## config.mk

```make
export PLATFORM = sky130hd
export DESIGN_NAME = pd_lowpower_ctrl
export DESIGN_NICKNAME = d
export VERILOG_FILES = /design/src/rtl/pd_lp_pkg.sv /design/src/rtl/pd_ctl_sync.sv /design/src/rtl/pd_mode_fsm.sv /design/src/rtl/pd_pattern_gen.sv /design/src/rtl/pd_sig_hold.sv /design/src/rtl/pd_lowpower_ctrl.sv
export SDC_FILE = /design/constraint.sdc
export NUM_CORES = 1
export LEC_CHECK = 0
export ABC_AREA = 1
export BUFFER_PORTS_ARGS = -buffer_cell sky130_fd_sc_hd__buf_2
export CORE_UTILIZATION = 53
export DETAILED_ROUTE_END_ITERATION = 10
export PLACE_DENSITY_LB_ADDON = 0.2
export SETUP_SLACK_MARGIN = 0.2
export SYNTH_ARGS = -nofsm -noshare
export SYNTH_HDL_FRONTEND = slang
export SYNTH_SLANG_ARGS = --single-unit
```

## constraint.sdc

```tcl
create_clock -name clk -period 1.28 [get_ports clk]
set_input_delay 0.256 -clock clk [delete_from_list [all_inputs] [get_ports clk]]
set_output_delay 0.256 -clock clk [all_outputs]
set_load 0.005 [all_outputs]
```

## src/rtl/pd_lp_pkg.sv

```systemverilog
package pd_lp_pkg;

    typedef enum logic [1:0] {
        MODE_WAKE  = 2'b00,
        MODE_SLEEP = 2'b01,
        MODE_ULP   = 2'b10
    } pd_mode_e;

    // Synchronized control levels, active low as on the pins
    typedef struct packed {
        logic wake_lvl;
        logic ulp_lvl;
        logic sleep_lvl;
    } pd_ctl_lvl_t;

    localparam int unsigned NUM_CTL = 3;

    function automatic int unsigned cnt_w(input int unsigned n);
        return (n < 2) ? 1 : $clog2(n);
    endfunction

endpackage

```

## src/rtl/pd_ctl_sync.sv

```systemverilog
module pd_ctl_sync #(
    parameter int unsigned WIDTH  = 3,
    parameter int unsigned STAGES = 2
) (
    input  logic             clk,
    input  logic             rst,
    input  logic [WIDTH-1:0] din,
    output logic [WIDTH-1:0] dout
);
    logic [WIDTH-1:0] stage_q [STAGES];

    generate
        for (genvar k = 0; k < STAGES; k++) begin : g_stage
            if (k == 0) begin : g_first
                always_ff @(posedge clk) begin
                    if (rst) stage_q[k] <= '1;
                    else     stage_q[k] <= din;
                end
            end else begin : g_next
                always_ff @(posedge clk) begin
                    if (rst) stage_q[k] <= '1;
                    else     stage_q[k] <= stage_q[k-1];
                end
            end
        end
    endgenerate

    assign dout = stage_q[STAGES-1];
endmodule

```

## src/rtl/pd_mode_fsm.sv

```systemverilog
module pd_mode_fsm
    import pd_lp_pkg::*;
(
    input  logic        clk,
    input  logic        rst,
    input  pd_ctl_lvl_t lvl,
    output pd_mode_e    mode
);
    pd_mode_e mode_q, mode_d;
    logic     sleep_prev_q, wake_prev_q;
    logic     sleep_fall, wake_fall;

    always_ff @(posedge clk) begin
        if (rst) begin
            sleep_prev_q <= 1'b1;
            wake_prev_q  <= 1'b1;
            mode_q       <= MODE_WAKE;
        end else begin
            sleep_prev_q <= lvl.sleep_lvl;
            wake_prev_q  <= lvl.wake_lvl;
            mode_q       <= mode_d;
        end
    end

    assign sleep_fall = sleep_prev_q & ~lvl.sleep_lvl;
    assign wake_fall  = wake_prev_q  & ~lvl.wake_lvl;

    always_comb begin
        mode_d = mode_q;
        unique case (mode_q)
            MODE_WAKE:  if (sleep_fall) mode_d = lvl.ulp_lvl ? MODE_SLEEP : MODE_ULP;
            MODE_SLEEP,
            MODE_ULP:   if (wake_fall)  mode_d = MODE_WAKE;
            default:    mode_d = MODE_WAKE;
        endcase
    end

    assign mode = mode_q;


    wake_to_sleep_chk: assert property (@(posedge clk) disable iff (rst)
        (mode_q == MODE_WAKE && sleep_fall && lvl.ulp_lvl) |=> (mode_q == MODE_SLEEP));

    wake_to_ulp_chk: assert property (@(posedge clk) disable iff (rst)
        (mode_q == MODE_WAKE && sleep_fall && !lvl.ulp_lvl) |=> (mode_q == MODE_ULP));

    lp_entry_from_wake_chk: assert property (@(posedge clk) disable iff (rst)
        (mode_q != MODE_WAKE) |=> (mode_q == $past(mode_q) || mode_q == MODE_WAKE));

    wake_return_chk: assert property (@(posedge clk) disable iff (rst)
        (mode_q != MODE_WAKE && wake_fall) |=> (mode_q == MODE_WAKE));
endmodule

```

## src/rtl/pd_pattern_gen.sv

```systemverilog
module pd_pattern_gen #(
    parameter int unsigned PERIOD = 4000,
    parameter int unsigned HIGH   = 1000
) (
    input  logic clk,
    input  logic rst,
    input  logic run,
    output logic out
);
    localparam int unsigned CW = pd_lp_pkg::cnt_w(PERIOD);
    localparam logic [CW-1:0] LAST   = CW'(PERIOD - 1);
    localparam logic [CW-1:0] HIGH_C = CW'(HIGH);

    logic [CW-1:0] cnt_q;

    always_ff @(posedge clk) begin
        if (rst || !run)      cnt_q <= '0;
        else if (cnt_q == LAST) cnt_q <= '0;
        else                  cnt_q <= cnt_q + 1'b1;
    end

    assign out = run && (cnt_q < HIGH_C);


    start_high_chk: assert property (@(posedge clk) disable iff (rst)
        (run && !$past(run)) |-> out);

    cnt_range_chk: assert property (@(posedge clk) disable iff (rst)
        cnt_q <= LAST);
endmodule

```

## src/rtl/pd_sig_hold.sv

```systemverilog
module pd_sig_hold (
    input  logic clk,
    input  logic rst,
    input  logic strap_en,
    input  logic cur_low,
    input  logic cur_high,
    output logic hold
);
    logic hold_q;

    always_ff @(posedge clk) begin
        if (rst || !strap_en) hold_q <= 1'b0;
        else if (!hold_q && cur_low) hold_q <= 1'b1;
        else if (hold_q && cur_high) hold_q <= 1'b0;
    end

    assign hold = hold_q;


    strap_off_chk: assert property (@(posedge clk) disable iff (rst)
        !strap_en |=> !hold_q);

    no_entry_chk: assert property (@(posedge clk) disable iff (rst)
        (!hold_q && !cur_low) |=> !hold_q);

    hold_keep_chk: assert property (@(posedge clk) disable iff (rst)
        (hold_q && !cur_high && strap_en) |=> hold_q);
endmodule

```

## src/rtl/pd_lowpower_ctrl.sv

```systemverilog
module pd_lowpower_ctrl
    import pd_lp_pkg::*;
#(
    parameter int unsigned LED_PERIOD  = 4000,
    parameter int unsigned LED_HIGH    = 1000,
    parameter int unsigned KA_ON       = 88000,
    parameter int unsigned KA_OFF      = 237000,
    parameter int unsigned SYNC_STAGES = 2
) (
    input  logic       clk,
    input  logic       rst,
    input  logic       sleep_n,
    input  logic       ulp_n,
    input  logic       wake_n,
    input  logic       sig_strap_en,
    input  logic       port_cur_low,
    input  logic       port_cur_high,
    output logic       conv_en,
    output logic       led_en,
    output logic       sig_cur_en,
    output logic [1:0] mode_o,
    output logic       sig_hold_o
);
    localparam int unsigned KA_PERIOD = KA_ON + KA_OFF;

    logic [NUM_CTL-1:0] lvl_vec;
    pd_ctl_lvl_t        lvl;
    pd_mode_e           mode;
    logic               hold;
    logic               led_run, ka_run;

    pd_ctl_sync #(.WIDTH(NUM_CTL), .STAGES(SYNC_STAGES)) u_sync (
        .clk  (clk),
        .rst  (rst),
        .din  ({wake_n, ulp_n, sleep_n}),
        .dout (lvl_vec)
    );

    assign lvl = pd_ctl_lvl_t'(lvl_vec);

    pd_mode_fsm u_fsm (
        .clk  (clk),
        .rst  (rst),
        .lvl  (lvl),
        .mode (mode)
    );

    pd_sig_hold u_hold (
        .clk      (clk),
        .rst      (rst),
        .strap_en (sig_strap_en),
        .cur_low  (port_cur_low),
        .cur_high (port_cur_high),
        .hold     (hold)
    );

    assign led_run = (mode != MODE_WAKE);
    assign ka_run  = (mode == MODE_ULP) || hold;

    pd_pattern_gen #(.PERIOD(LED_PERIOD), .HIGH(LED_HIGH)) u_led (
        .clk (clk),
        .rst (rst),
        .run (led_run),
        .out (led_en)
    );

    pd_pattern_gen #(.PERIOD(KA_PERIOD), .HIGH(KA_ON)) u_ka (
        .clk (clk),
        .rst (rst),
        .run (ka_run),
        .out (sig_cur_en)
    );

    assign conv_en    = (mode == MODE_WAKE);
    assign mode_o     = mode;
    assign sig_hold_o = hold;


    led_conv_excl_chk: assert property (@(posedge clk) disable iff (rst)
        led_en |-> !conv_en);

    sleep_quiet_chk: assert property (@(posedge clk) disable iff (rst)
        (mode == MODE_SLEEP && !hold) |-> !sig_cur_en);
endmodule

```

Yosys cells after proc, flatten, opt, wreduce, memory -nomap -nowiden
Memories as Yosys holds them, arrays and structs flattened.
Cells that the tools add are included.
{"block": "classes", "reduce_logical": 19, "bitwise_logic": 6, "addsub": 2, "n_mux": 11, "eq_ne": 6, "magnitude_cmp": 2}
{"operator": "19-bit by 1-bit adder with 19-bit output, second input constant", "n": 1}
{"operator": "19-bit == test, second input constant", "n": 1}
{"operator": "19-bit by 17-bit less-than comparator with 1-bit output, second input constant", "n": 1}
{"operator": "12-bit by 1-bit adder with 12-bit output, second input constant", "n": 1}
{"operator": "12-bit == test, second input constant", "n": 1}
{"operator": "12-bit by 10-bit less-than comparator with 1-bit output, second input constant", "n": 1}
{"operator": "2-bit two-way mux", "n": 3}
{"operator": "3-bit two-way mux", "n": 2}
{"operator": "2-bit OR reduction", "n": 3}
{"operator": "1-bit two-way mux", "n": 5}
{"operator": "1-bit logical AND", "n": 4}
{"operator": "1-bit zero test", "n": 4}
{"operator": "1-bit logical OR", "n": 4}
{"operator": "2-bit by 1-bit != test with 1-bit output, second input constant", "n": 2}
{"operator": "2-bit one-hot mux with 2 select lines", "n": 1}
{"operator": "2-bit nonzero test", "n": 2}
{"operator": "1-bit bitwise AND", "n": 2}
{"operator": "2-bit by 1-bit == test with 1-bit output, second input constant", "n": 1}
{"operator": "2-bit == test, second input constant", "n": 1}
{"operator": "2-bit zero test", "n": 1}
{"operator": "1-bit NOT", "n": 2}
{"operator": "1-bit bitwise OR", "n": 2}
{"operator": "2-bit AND reduction", "n": 1}
{"block": "totals", "mem_count": 1, "input_bits": 8, "ram_bits": 6, "regBits": 36, "word_cells": 53, "out_inout_bits": 6}
{"name": "u_sync.stage_q", "words": 2, "word_bits": 3, "rd": 2, "rd_clocked_by_memory_dff": 0, "wr": 2, "line": "pd_ctl_sync.sv:10", "rtl": "logic [WIDTH-1:0] stage_q [STAGES];"}

Longest topological paths before layout
{"block": "depth", "depth_word": 5, "depth_mapped": 9, "depth_no_buf": 9}

Cells and area by module
A second synthesis with hierarchy kept.
{"block": "unflattened", "cells_unflattened": 288, "hier_area_um2": 2054.5}
{"mod": "pd_pattern_gen at u_ka", "instances": 1, "cells_each": 147, "seq_area_each_um2": 380.4, "area_per_inst_um2": 1039.7}
{"mod": "pd_pattern_gen at u_led", "instances": 1, "cells_each": 83, "seq_area_each_um2": 240.2, "area_per_inst_um2": 593.1}
{"mod": "pd_mode_fsm", "instances": 1, "cells_each": 27, "seq_area_each_um2": 80.1, "area_per_inst_um2": 187.7}
{"mod": "pd_ctl_sync", "instances": 1, "cells_each": 19, "seq_area_each_um2": 120.1, "area_per_inst_um2": 168.9}
{"mod": "pd_sig_hold", "instances": 1, "cells_each": 6, "seq_area_each_um2": 20.0, "area_per_inst_um2": 40.0}
{"mod": "pd_lowpower_ctrl", "instances": 1, "cells_each": 6, "seq_area_each_um2": 0.0, "area_per_inst_um2": 25.0}

Worst setup path before layout
OpenSTA, ideal clock, no wires.
{"block": "synth_path", "kind": "reg-to-reg", "start": "reg u_ka.cnt_q[0]", "end": "reg u_ka.cnt_q[5]", "synth_period_minus_slack_ps": 1321, "slack_ps": -41, "arrival_time_ps": 1204, "stages_incl_launch_ff": 8, "path_buffers": 1, "setup_time_ps": 117, "required_time_ps": 1163, "path_cell_list": "dfxtp_1 > ha_1 > nand2_2 > nor3_2 > nand3_2 > nand2_4 > buf_12 > nor2_2"}
{"block": "synth_via", "elab_chain_cells": 2, "word_cells_on_any_way": 3, "classes_between": "1 x add/sub; 1 x eq/ne; 1 x reduce/logical"}
{"item": "start, declared", "line": "pd_pattern_gen.sv:14", "rtl": "logic [CW-1:0] cnt_q;"}
{"item": "start signal, assigned", "line": "pd_pattern_gen.sv:19", "rtl": "else cnt_q <= cnt_q + 1'b1;"}
{"item": "branches (longest 2 deep; another with 19-bit by 1-bit adder with 19-bit output)"}
Several ways; the timed one is not identified.
A chain may end at the register's enable or synchronous reset.

Worst setup path in the final report
{"block": "layout_path", "start": "reg u_fsm.mode_q[0], in the netlist u_fsm.mode[0]", "end": "out sig_cur_en"}
{"block": "layout_via", "elab_chain_cells": 3}
{"item": "start, declared", "line": "pd_mode_fsm.sv:9", "rtl": "pd_mode_e mode_q, mode_d;"}
{"item": "start signal, assigned", "line": "pd_mode_fsm.sv:21", "rtl": "mode_q <= mode_d;"}
{"item": "2-bit == test", "line": "pd_lowpower_ctrl.sv:58", "rtl": "assign ka_run = (mode == MODE_ULP) || hold;"}
{"item": "1-bit logical OR", "line": "pd_lowpower_ctrl.sv:58"}
{"item": "1-bit logical AND", "line": "pd_pattern_gen.sv:22", "rtl": "assign out = run && (cnt_q < HIGH_C);"}
{"item": "end, declared", "line": "pd_lowpower_ctrl.sv:20", "rtl": "output logic sig_cur_en,"}
No other way between the ends.

==> results.toml <==
[run_status]
status = "finished with violations"
violations = "setup timing"

[synth]
synth_edf_count = 0
synthFlopType = "dfxtp_1"
synth_top_area_cell = "dfxtp_1"
syn_nets = 274
yosys.cell_types.count = 26
synth_area_um2 = 1998
netlist.area_leader.share_pct = 42.08
ys_seq_area_share_pct = 42.08
avgSynthCellArea_um2 = 7.627
yosysWarnings = 0
ys_top_cells_by_area = "dfxtp_1 42%, nand2_1 8.5%, nor2_1 7.0%"
ys_seq_elements = 42
syn_inst = 262
synthArstFlopShare_pct = 0

[placement]
placed_area_um2 = 2271
dp.final_hpwl_um = 2828
dp_cells = 330
place_ws_ns = -0.0007560
place_congestion = 0.8316
io_buffers = 13

[finish]
layout_commonest_cell = "nand2_1"
antenna_cells = 0
drive_gt1_share_pct = 46.18
final_area_um2 = 2678
final_cells = 347
final_nets = 312
syn_to_final_growth_pct = 34.00
final_cell_mix = "39 x nand2_1, 28 x inv_1, 25 x nor2_1, 22 x nor2_2, 21 x dfxtp_1"

[global_route]
grt_pass1_vias = 1745
grt.overflow.total = 0
grt_max_degree = 20
grtUsageTotal_pct = 23.12
grt_antenna_before_repair = 0
grt_pass1_wl_um = 7258

[routing]
drc_errors = 0
drt_pass1_iterations = 4
drt-initial-drc-count = 114
drtAntennaViolNets = 0
avgViaCountPerCell = 5.182
finalWirelength_um = 4995
wl_per_cell_um = 14.39
vias = 1798

[sta]
timing.final.crit_share_pct = 121.6
fmax_mhz = 642.6
min_period_ns = 1.556
grt_setup_unrepaired = "yes"
finalSetupViolCount = 13
hold_viol = 0
worst_pin_slew_ns = 0.4019
relSlewSlack_pct = 73.11
setup_ws_ns = -0.2762
clock_skew_ns = 0.01634
drv_slew = 0

[clock_network]
root_buffer = "clkbuf_8"
cts_sinks = 42
cts.hold.buffers_added = 0
htreeDepth = 2
clk_latency_ns = 0.30
clockBufferDepth = 2
path_clk_slew_ns = 0.09
cts_tree = "built"
cts_buffers = 5

[setup_path]
cpMaxStageDelayCell = "dfxtp_2"
crit_required_ns = 1.02
arrival_ns = 1.30
critPathMaxFanout = 2
crit_path_start_kind = "flop"
end_kind = "output port"
max_stage_delay_ns = 0.34
path_cells = "inv_4 > ha_4 > nor2_2 > nor2_1 > nand3_1 > a21oi_2 > buf_2"
crit_type = "flop to output port"

[floorplanning]
die_y_um = 63.40
io_pins = 14
core_area_um2 = 3468
start_util_pct = 57.61
die_area_um2 = 4020
die_x_um = 63.40
rows = 21

[power]
powerDensity_nw_per_um2 = 1127
vdd_ir_drop_max_mv = 0.9155
p_leak_nw = 0.9856

[job]
maxCapViolations = 0

[min_path]
hold_path.class = "input port to flop"
## per-layer routing
layer,global-route usage (%),up-vias,share of wire [%]
met1,26.66,817,40
met2,39.49,56,54
met4,11.93,0,2.0
met5,0,-,0
met3,5.254,14,3.9
li1,-,911,-
## worst paths after layout
check,start,to,slack (ns),cells past startpoint
max,u_fsm.mode[0],sig_cur_en,-0.28,7
min,port_cur_high,u_hold.hold,0.12,2
max reg2reg,u_fsm.mode[1],u_fsm.mode[1],-0.06,8
min reg2reg,u_sync.stage_q[0][1],u_sync.stage_q[1][1],0.43,1
## repair_timing
item                       CTS  global route
setup endpoints to repair   36            37
cloned                       1             0
gates resized for setup     31            43
buffers inserted             3             5
pin swaps                    8            16
## metrics by stage
step / hold slack [ns] / setup TNS (ns) / total power [W] / util, %
final: 0.1156 / -0.8423 / 0.003019 / 77.20
after CTS: 0.1160 / -0.5230 / 0.002836 / 71.97
after detailed placement: 0.4071 / -0.0007560 / 0.001845 / 65.48
after floorplan: 0.3504 / 0 / 0.001748 / -
after global placement: 0.3904 / 0 / 0.001836 / 65.48
after global routing: 0.1181 / -2.079 / 0.003137 / 77.20
## registers in the layout, indices dropped and copies added, names as in the netlist
signal / cells
u_led.cnt_q: 12
u_sync.stage_q: 6
u_fsm.mode: 2
u_hold.hold: 1
u_fsm.wake_prev_q: 1
u_ka.cnt_q: 19
u_fsm.sleep_prev_q: 1
## synthesized netlist by cell type (2+ instances only)
master and n:
nand2_1 45, dfxtp_1 42, nor2_1 37, inv_1 31
nand3_1 20, nor2_2 14, a21oi_1 12, xor2_1 9
nand4_1 8, or2_2 8, xnor2_1 6, o21ai_0 5
ha_1 4, nand2_2 4, nor3_1 3, nand3b_1 2
nor2_4 2, nor3_2 2
## logic make-up after synthesis
group	Yosys count	share of synthesized area (%)
buf+inv	34	7.389
flops	42	42.08
fa+ha+maj	4	2.505
simple gates	148	36.57
compound gates	19	4.884
xor+xnor	15	6.575
## layout make-up
cell class	instances	area (µm²)
repair buffers	33	250.2
inverters	31	123.9
clock buffers	5	68.82
fillers	224	790.8
clock inverters	3	21.27
well taps	46	57.56
flip-flops and latches	42	879.6
multi-input cells	187	1276
## report_power, final
group / internal (W) / total (W) / switching [W] / leakage (nW)
combinational: 0.000358 / 0.000742 / 0.000383 / 0.589
clock: 0.000383 / 0.000847 / 0.000464 / 0.0441
sequential: 0.00137 / 0.00143 / 0.0000622 / 0.352
total: 0.00211 / 0.00302 / 0.000910 / 0.986
## worst max-delay path: cells and delay by family, from the launching register on
kind,cells,cell delay (ns)
compound gates,1,0.12
flops,1,0.34
buf+inv,2,0.19
simple gates,3,0.23
fa+ha+maj,1,0.13
Note: power is estimated with default switching activity, not from simulation.
